--- src/rtl/ecc_bank_pkg.sv ---
package ecc_bank_pkg;
  localparam logic [7:0] A_CTRL   = 8'h00;
  localparam logic [7:0] A_CLEAR  = 8'h01;
  localparam logic [7:0] A_CE_TOT = 8'h02;
  localparam logic [7:0] A_UE_TOT = 8'h03;
  localparam logic [7:0] A_CE_NI  = 8'h04;
  localparam logic [7:0] A_UE_NI  = 8'h05;
  localparam logic [7:0] A_SECS   = 8'h06;
  localparam logic [7:0] A_REC    = 8'h08;
  localparam logic [7:0] A_PAGE   = 8'h09;
  localparam logic [7:0] A_OFF    = 8'h0A;
  localparam logic [7:0] A_SYN    = 8'h0B;
  localparam logic [7:0] A_SLOT   = 8'h10;
  localparam logic [7:0] A_ROW    = 8'h40;
endpackage

--- src/rtl/ecc_sat_ctr.sv ---
module ecc_sat_ctr #(
  parameter int W     = 16,
  parameter int INC_W = 1
) (
  input  logic             clk,
  input  logic             rst_n,
  input  logic             clr,
  input  logic [INC_W-1:0] inc,
  output logic [W-1:0]     q
);
  localparam logic [W:0] MAXV = {1'b0, {W{1'b1}}};

  logic [W:0]   sum;
  logic [W-1:0] q_nx;
  logic         en;

  always_comb begin
    sum = {1'b0, q} + (W+1)'(inc);
    en  = clr || (inc != '0);
    if (clr)             q_nx = '0;
    else if (sum > MAXV) q_nx = {W{1'b1}};
    else                 q_nx = sum[W-1:0];
  end

  always_ff @(posedge clk or negedge rst_n) begin
    if (!rst_n)  q <= '0;
    else if (en) q <= q_nx;
  end


  sat_hold_chk: assert property (@(posedge clk) disable iff (!rst_n)
    (!clr && q == {W{1'b1}}) |=> q == {W{1'b1}});

  no_wrap_chk: assert property (@(posedge clk) disable iff (!rst_n)
    !clr |=> q >= $past(q));
endmodule

--- src/rtl/ecc_sec_timer.sv ---
module ecc_sec_timer #(
  parameter int PRESCALE = 100_000_000,
  parameter int SEC_W    = 32
) (
  input  logic             clk,
  input  logic             rst_n,
  input  logic             clr,
  output logic [SEC_W-1:0] secs
);
  localparam int             PRE_W    = (PRESCALE > 2) ? $clog2(PRESCALE) : 1;
  localparam logic [PRE_W-1:0] PRE_LAST = PRE_W'(PRESCALE - 1);

  logic [PRE_W-1:0] pre_q, pre_nx;
  logic [SEC_W-1:0] sec_nx;
  logic             tick;

  always_comb begin
    tick   = (pre_q == PRE_LAST);
    pre_nx = tick ? '0 : pre_q + 1'b1;
    sec_nx = secs;
    if (tick && secs != {SEC_W{1'b1}}) sec_nx = secs + 1'b1;
    if (clr) begin
      pre_nx = '0;
      sec_nx = '0;
    end
  end

  always_ff @(posedge clk or negedge rst_n) begin
    if (!rst_n) begin
      pre_q <= '0;
      secs  <= '0;
    end else begin
      pre_q <= pre_nx;
      secs  <= sec_nx;
    end
  end


  sec_step_chk: assert property (@(posedge clk) disable iff (!rst_n)
    !clr |=> (secs == $past(secs) || secs == $past(secs) + 1'b1));
endmodule

--- src/rtl/ecc_err_bank.sv ---
module ecc_err_bank
  import ecc_bank_pkg::*;
#(
  parameter int NCHAN    = 2,
  parameter int NROW     = 4,
  parameter int NSLOT    = 3,
  parameter int SLOT_W   = 2,
  parameter int PAGE_W   = 20,
  parameter int OFF_W    = 12,
  parameter int SYN_W    = 16,
  parameter int CNT_W    = 16,
  parameter int SEC_W    = 32,
  parameter int PRESCALE = 100_000_000,
  localparam int CH_W    = (NCHAN > 1) ? $clog2(NCHAN) : 1,
  localparam int ROW_W   = (NROW > 1) ? $clog2(NROW) : 1
) (
  input  logic              clk,
  input  logic              rst_n,
  input  logic              ce_valid,
  input  logic              ce_noinfo,
  input  logic [CH_W-1:0]   ce_chan,
  input  logic [SLOT_W-1:0] ce_slot,
  input  logic [ROW_W-1:0]  ce_row,
  input  logic [PAGE_W-1:0] ce_page,
  input  logic [OFF_W-1:0]  ce_offset,
  input  logic [SYN_W-1:0]  ce_synd,
  input  logic              ue_valid,
  input  logic              ue_noinfo,
  input  logic [CH_W-1:0]   ue_chan,
  input  logic [SLOT_W-1:0] ue_slot,
  input  logic [ROW_W-1:0]  ue_row,
  input  logic [PAGE_W-1:0] ue_page,
  input  logic [OFF_W-1:0]  ue_offset,
  input  logic [SYN_W-1:0]  ue_synd,
  input  logic              reg_valid,
  output logic              reg_ready,
  input  logic              reg_write,
  input  logic [7:0]        reg_addr,
  input  logic [31:0]       reg_wdata,
  output logic              rd_valid,
  output logic [31:0]       rd_data,
  output logic              irq,
  output logic              halt_req
);
  localparam int IDX_SH = CH_W + ROW_W;

  logic clr, ctrl_wr, rd_acc, ce_loc, ue_loc;
  logic irq_en_q, halt_en_q;
  logic irq_nx, halt_nx;
  logic [CNT_W-1:0] ce_tot_q, ue_tot_q, ce_ni_q, ue_ni_q;
  logic [CNT_W-1:0] row_q  [2][NCHAN][NROW];
  logic [CNT_W-1:0] slot_q [NSLOT];
  logic [SEC_W-1:0] secs;
  logic [31:0]      rd_nx;

  logic              rec_vld_q, rec_ue_q, rec_ni_q;
  logic [CH_W-1:0]   rec_chan_q;
  logic [ROW_W-1:0]  rec_row_q;
  logic [SLOT_W-1:0] rec_slot_q;
  logic [PAGE_W-1:0] rec_page_q;
  logic [OFF_W-1:0]  rec_off_q;
  logic [SYN_W-1:0]  rec_syn_q;

  assign reg_ready = 1'b1;
  assign clr     = reg_valid && reg_write && (reg_addr == A_CLEAR);
  assign ctrl_wr = reg_valid && reg_write && (reg_addr == A_CTRL);
  assign rd_acc  = reg_valid && !reg_write;
  assign ce_loc  = ce_valid && !ce_noinfo;
  assign ue_loc  = ue_valid && !ue_noinfo;

  ecc_sat_ctr #(.W(CNT_W), .INC_W(1)) u_ce_tot (.clk(clk), .rst_n(rst_n), .clr(clr), .inc(ce_valid), .q(ce_tot_q));
  ecc_sat_ctr #(.W(CNT_W), .INC_W(1)) u_ue_tot (.clk(clk), .rst_n(rst_n), .clr(clr), .inc(ue_valid), .q(ue_tot_q));
  ecc_sat_ctr #(.W(CNT_W), .INC_W(1)) u_ce_ni  (.clk(clk), .rst_n(rst_n), .clr(clr), .inc(ce_valid && ce_noinfo), .q(ce_ni_q));
  ecc_sat_ctr #(.W(CNT_W), .INC_W(1)) u_ue_ni  (.clk(clk), .rst_n(rst_n), .clr(clr), .inc(ue_valid && ue_noinfo), .q(ue_ni_q));

  for (genvar t = 0; t < 2; t++) begin : g_type
    for (genvar c = 0; c < NCHAN; c++) begin : g_chan
      for (genvar r = 0; r < NROW; r++) begin : g_row
        logic hit;
        if (t == 0) begin : g_ce
          assign hit = ce_loc && ce_chan == CH_W'(c) && ce_row == ROW_W'(r);
        end else begin : g_ue
          assign hit = ue_loc && ue_chan == CH_W'(c) && ue_row == ROW_W'(r);
        end
        ecc_sat_ctr #(.W(CNT_W), .INC_W(1)) u_ctr (
          .clk(clk), .rst_n(rst_n), .clr(clr), .inc(hit), .q(row_q[t][c][r]));
      end
    end
  end

  for (genvar s = 0; s < NSLOT; s++) begin : g_slot
    logic [1:0] amt;
    assign amt = 2'(ce_loc && ce_slot == SLOT_W'(s)) + 2'(ue_loc && ue_slot == SLOT_W'(s));
    ecc_sat_ctr #(.W(CNT_W), .INC_W(2)) u_ctr (
      .clk(clk), .rst_n(rst_n), .clr(clr), .inc(amt), .q(slot_q[s]));
  end

  ecc_sec_timer #(.PRESCALE(PRESCALE), .SEC_W(SEC_W)) u_timer (
    .clk(clk), .rst_n(rst_n), .clr(clr), .secs(secs));

  // control, interrupt and halt
  always_comb begin
    irq_nx  = clr ? 1'b0 : (irq || (ue_valid && irq_en_q));
    halt_nx = halt_req || (ue_valid && halt_en_q);
  end

  always_ff @(posedge clk or negedge rst_n) begin
    if (!rst_n) begin
      irq_en_q  <= 1'b0;
      halt_en_q <= 1'b0;
      irq       <= 1'b0;
      halt_req  <= 1'b0;
    end else begin
      if (ctrl_wr) begin
        irq_en_q  <= reg_wdata[0];
        halt_en_q <= reg_wdata[1];
      end
      irq      <= irq_nx;
      halt_req <= halt_nx;
    end
  end

  // latest-error record, UE takes precedence
  always_ff @(posedge clk or negedge rst_n) begin
    if (!rst_n) begin
      rec_vld_q <= 1'b0; rec_ue_q <= 1'b0; rec_ni_q <= 1'b0;
      rec_chan_q <= '0; rec_row_q <= '0; rec_slot_q <= '0;
      rec_page_q <= '0; rec_off_q <= '0; rec_syn_q <= '0;
    end else if (ue_valid) begin
      rec_vld_q <= 1'b1; rec_ue_q <= 1'b1; rec_ni_q <= ue_noinfo;
      rec_chan_q <= ue_chan; rec_row_q <= ue_row; rec_slot_q <= ue_slot;
      rec_page_q <= ue_page; rec_off_q <= ue_offset; rec_syn_q <= ue_synd;
    end else if (ce_valid) begin
      rec_vld_q <= 1'b1; rec_ue_q <= 1'b0; rec_ni_q <= ce_noinfo;
      rec_chan_q <= ce_chan; rec_row_q <= ce_row; rec_slot_q <= ce_slot;
      rec_page_q <= ce_page; rec_off_q <= ce_offset; rec_syn_q <= ce_synd;
    end
  end

  // read mux
  always_comb begin
    rd_nx = '0;
    case (reg_addr)
      A_CTRL:   rd_nx = 32'({halt_en_q, irq_en_q});
      A_CE_TOT: rd_nx = 32'(ce_tot_q);
      A_UE_TOT: rd_nx = 32'(ue_tot_q);
      A_CE_NI:  rd_nx = 32'(ce_ni_q);
      A_UE_NI:  rd_nx = 32'(ue_ni_q);
      A_SECS:   rd_nx = 32'(secs);
      A_REC:    rd_nx = 32'({rec_slot_q, rec_row_q, rec_chan_q, rec_ni_q, rec_ue_q, rec_vld_q});
      A_PAGE:   rd_nx = 32'(rec_page_q);
      A_OFF:    rd_nx = 32'(rec_off_q);
      A_SYN:    rd_nx = 32'(rec_syn_q);
      default: begin
        for (int s = 0; s < NSLOT; s++)
          if (reg_addr == A_SLOT + 8'(s)) rd_nx = 32'(slot_q[s]);
        for (int t = 0; t < 2; t++)
          for (int c = 0; c < NCHAN; c++)
            for (int r = 0; r < NROW; r++)
              if (reg_addr == A_ROW + 8'((t << IDX_SH) | (c << ROW_W) | r))
                rd_nx = 32'(row_q[t][c][r]);
      end
    endcase
  end

  always_ff @(posedge clk or negedge rst_n) begin
    if (!rst_n) begin
      rd_valid <= 1'b0;
      rd_data  <= '0;
    end else begin
      rd_valid <= rd_acc;
      if (rd_acc) rd_data <= rd_nx;
    end
  end


  halt_sticky_chk: assert property (@(posedge clk) disable iff (!rst_n)
    halt_req |=> halt_req);

  irq_set_chk: assert property (@(posedge clk) disable iff (!rst_n)
    (ue_valid && irq_en_q && !clr) |=> irq);

  clear_zero_chk: assert property (@(posedge clk) disable iff (!rst_n)
    clr |=> (ce_tot_q == '0 && ue_tot_q == '0 && secs == '0 && !irq));

  rd_follow_chk: assert property (@(posedge clk) disable iff (!rst_n)
    rd_acc |=> rd_valid);

  rd_idle_chk: assert property (@(posedge clk) disable iff (!rst_n)
    !rd_acc |=> !rd_valid);
endmodule

--- config.mk ---
export PLATFORM = sky130hd
export DESIGN_NAME = ecc_err_bank
export DESIGN_NICKNAME = d
export VERILOG_FILES = /design/src/rtl/ecc_bank_pkg.sv /design/src/rtl/ecc_sat_ctr.sv /design/src/rtl/ecc_sec_timer.sv /design/src/rtl/ecc_err_bank.sv
export SDC_FILE = /design/constraint.sdc
export NUM_CORES = 1
export LEC_CHECK = 0
export CORE_UTILIZATION = 40
export CTS_CLUSTER_DIAMETER = 40
export CTS_CLUSTER_SIZE = 40
export DETAILED_ROUTE_END_ITERATION = 8
export PLACE_DENSITY_LB_ADDON = 0.12
export SLEW_MARGIN = 10
export SYNTH_ARGS = -nofsm -noshare
export SYNTH_HDL_FRONTEND = slang
export SYNTH_HIERARCHICAL = 1
export SYNTH_SLANG_ARGS = --single-unit
export TNS_END_PERCENT = 1
--- constraint.sdc ---
create_clock -name clk -period 3.2 [get_ports clk]
set_input_delay 0.32 -clock clk [delete_from_list [all_inputs] [get_ports clk]]
set_output_delay 0.32 -clock clk [all_outputs]
set_load 0.03 [all_outputs]
==> summary.md <==
| Metric | Value |
|---|---|
| Outcome | completed |
| Number of global-route vias before repair | 28900 |
| Post-synth EDFFs | 0 |
| Multi-input gate area | 19400 um^2 |
| Layout cells sized above 1 | 20.6% |
| CORE AREA | 83400 um^2 |
| N_diodes | 0 |
| DRT antenna net count | 0 |
| RSZ-0062 raised after global routing | false |
| CP arrival | 3.09 ns |
| Total Wirelength | 116000 um |
| Register Area | 13000 um^2 |
| Worst Path Required | ~3.7 ns |
| Resized cells post-CTS | 0 |
| CP Capture Type | flip-flop |
| Post-synth top area share | between 30% and 40% |
| Vias | 30600 |
| Yosys Warn Count | 6 |
| Starting DRC count in detailed routing | 2743 |
| Max-slew headroom | 34.3% |
| Maximum clock path buffer count | 3 |
| Clk sinks | 520 |
| Post-route clock period utilization | 80.4% |
| Avg Inst Size Synth | 9.67 um^2 |
| Die ar. | 85300 um^2 |
| Final Hold Fails | 0 |
| GRT overflow | 0 |
| Post-synth top area cell | dfrtp_1 |
| Vias/cell | 6.21 |
| Depth of the CTS H-tree | 3 |
| DP Wirelength | 84500 um |
| Row cnt | ~110 |
| Initial Utilization | 40.3% |
| Fmax | 389 MHz |
| # port buffers | about 160 |
| Clock root cell | clkbuf_16 |
| Top cells by area, synth | dfrtp_1, a211oi_2, a31oi_1, mux2i_1, and4_1 |
| Mapped cell area | between 30000 and 40000 um^2 |
| Layout area overhead | 22.9% |
| Period minus WS final | 2.57 ns |
| Chip Width | 292 um |
| Total GRT Usage | between 20 and 30% |
| Min setup slack post-route | 0.627 ns |
| CTS tree | built |
| Post-Syn Instances | 3482 |
| Register area share after synthesis | 38.7% |
| Final #Nets | ~3900 |
| Crit path kind | primary input to flip-flop |
| HP Class | primary input to flip-flop |
| Initial DRT Pass Iterations | 6 |
| Number of fill cells | 7741 |
| Number of max-slew violations in the final report | 0 |
| Finished Layout Cells | between 4000 and 5000 |
| I/O pin cnt | between 150 and 200 |
| Net Count, Synth | between 3000 and 4000 |
| Dpl cell area | around 37000 um^2 |
| Design Area, Final | ~41000 um^2 |
| Synth cell count leaders | dfrtp_1, nand2_1, nor2_1 |
| Cell with the most instances after synthesis | dfrtp_1 |
| Setup tns final | 0 ns |
| Yosys cell types | 108 |
| Largest net degree at the start of global routing | approximately 110 |
| Final setup violating endpoints | 0 |
| Number of CTS-inserted buffers | 117 |
| Yosys reg bits | 520 |
| Asr flop ratio synth | 100% |
| Clk_skew | 0.0358 ns |
| CTS clock-pin slew for the worst setup and hold paths | about 0.050 ns |
| Chip height | 292 um |
| # DRC | 0 |
| Final Wtd Congestion | 0.981 |
| WL/cell | 23.6 um |
| Pre-CTS WS | -0.00829 ns |
| First-pass GRT wire length | 180000 um |
| Antenna violations before repair | 2 |
| Hold_buf cts | 2 |
| PwrDens | 512 nW/um^2 |
| Postcts setup bufs | 0 |
| Placed cell count | 4700 |
| Pleak | roughly 17 nW |
| Startpoint Class | primary input |
| Critical path fanouts, max | 10 |
| Worst-Margin Slew | 0.981 ns |
| MaxCap Viol Count | 0 |
| Clock Latency Late Sink | 0.69 ns |
| Maximum VDD drop | 0.405 mV |
| Top FF cell, synth | dfrtp_1 |
-- cell type report --
cell class              instances  area share (%)
multi-input cells            2707            46.8
flip-flops and latches        520            31.5
repair buffers                353            8.48
clock buffers                 148            7.82
well taps                    1080            3.27
clock inverters                69            1.79
inverters                      42           0.381
-- metrics by stage --
stage	power, mW	util [%]	hold WS [ns]
after global placement	9.24	44.8	0.337
after CTS	21.4	49.6	0.148
after detailed placement	9.25	44.8	0.335
final	21.2	49.6	0.185
after global routing	21.9	49.6	0.185
after floorplan	8.29	-	0.0244
-- cell usage in the layout (no fill, tap or decap), types with 33 or more instances in the layout --
master | netlist | final
dfrtp_1 | 520 | 520
nand2_1 | 250 | 249
nor2_1 | 236 | 235
a31oi_1 | 205 | 205
a21oi_1 | 167 | 167
buf_4 | 29 | 160
clkdlybuf4s50_1 | 0 | 153
a211oi_2 | 144 | 144
and3_1 | 142 | 142
o21ai_0 | 121 | 121
clkbuf_16 | 0 | 118
mux2i_1 | 116 | 116
and4_1 | 108 | 108
nand3_1 | 106 | 106
nor3_1 | 94 | 91
nand4_1 | 69 | 69
a211oi_1 | 62 | 62
ha_1 | 51 | 51
nor2b_1 | 51 | 50
o22ai_1 | 44 | 44
o21bai_1 | 43 | 43
inv_1 | 41 | 41
mux2_2 | 41 | 41
a41oi_1 | 41 | 41
buf_12 | 0 | 37
a22oi_1 | 35 | 35
nor4_1 | 35 | 34
nor3_2 | 31 | 33
-- metal layers --
layer | vias to the layer above | part of all wire [%] | routed length, um | GRT usage, %
met2 | 1030 | 43 | 50400 | 39.5
li1 | 14200 | - | - | -
met5 | - | 0.011 | 13 | 0
met3 | 195 | 6.6 | 7660 | 4.45
met4 | 2 | 2.8 | 3300 | 8.74
met1 | 15200 | 47 | 54800 | 40.0
-- path summary, 6_finish.rpt --
| kind | startpoint | endpoint | slack [ns] | cells past startpoint |
|---|---|---|---|---|
| worst min register to register | rec_ue_q | rec_ue_q | 0.48 | 1 |
| max in group asynchronous | rst_n | rec_off_q[6] | 2.08 | 3 |
| worst max-delay path | reg_addr[2] | rd_data[7] | 0.63 | 9 |
| worst max register to register | g_type[0].g_chan[0].g_row[1].u_ctr/q[7] | rd_data[7] | 0.75 | 7 |
| min in group asynchronous | rst_n | g_type[0].g_chan[1].g_row[3].u_ctr/q[1] | 0.22 | 2 |
| worst min-delay path | ue_offset[8] | rec_off_q[8] | 0.19 | 3 |
-- registers in the layout, summed over array words and instances (netlist names), 2 cells and up --
| signal | count |
|---|---|
| rec_row_q | 2 |
| g_slot.u_ctr/q | 48 |
| rec_page_q | 20 |
| u_timer/secs | 32 |
| rec_syn_q | 16 |
| u_ue_ni/q | 16 |
| rd_data | 32 |
| rec_slot_q | 2 |
| u_ce_ni/q | 16 |
| u_ce_tot/q | 16 |
| u_ue_tot/q | 16 |
| rec_off_q | 12 |
| u_timer/pre_q | 27 |
| g_type.g_chan.g_row.u_ctr/q | 256 |
-- kinds of logic (layout without fill, tap and decap cells) --
group	after synthesis	in the layout	synth area share, %
buffers and inverters	255	612	3.98
XOR/XNOR	48	48	1.25
other	1	1	0.0111
adder cells (fa/ha/maj)	54	54	2.07
AND/OR/NAND/NOR	1345	1345	24.2
multiplexers	163	163	5.20
flip-flops	520	520	38.7
AO/OA/AOI/OAI	1096	1096	24.7
-- worst max-delay path, stage by stage --
cell and delay, ns:
clkdlybuf4s50_1 0.77, buf_4 0.22, nor2_2 0.08, nand2_1 0.35, a2bb2oi_1 0.39, a211oi_1 0.20, a2111oi_0 0.48, buf_4 0.21
o21ai_1 0.05
-- report_power, final --
part           switching [mW]  internal, mW  leakage (nW)  total [mW]
logic                    1.11         0.780          8.27        1.88
clock network            4.11          7.86          1.93        12.0
registers               0.418          6.88          6.86        7.30
Note: power is estimated with default switching activity, not from simulation.
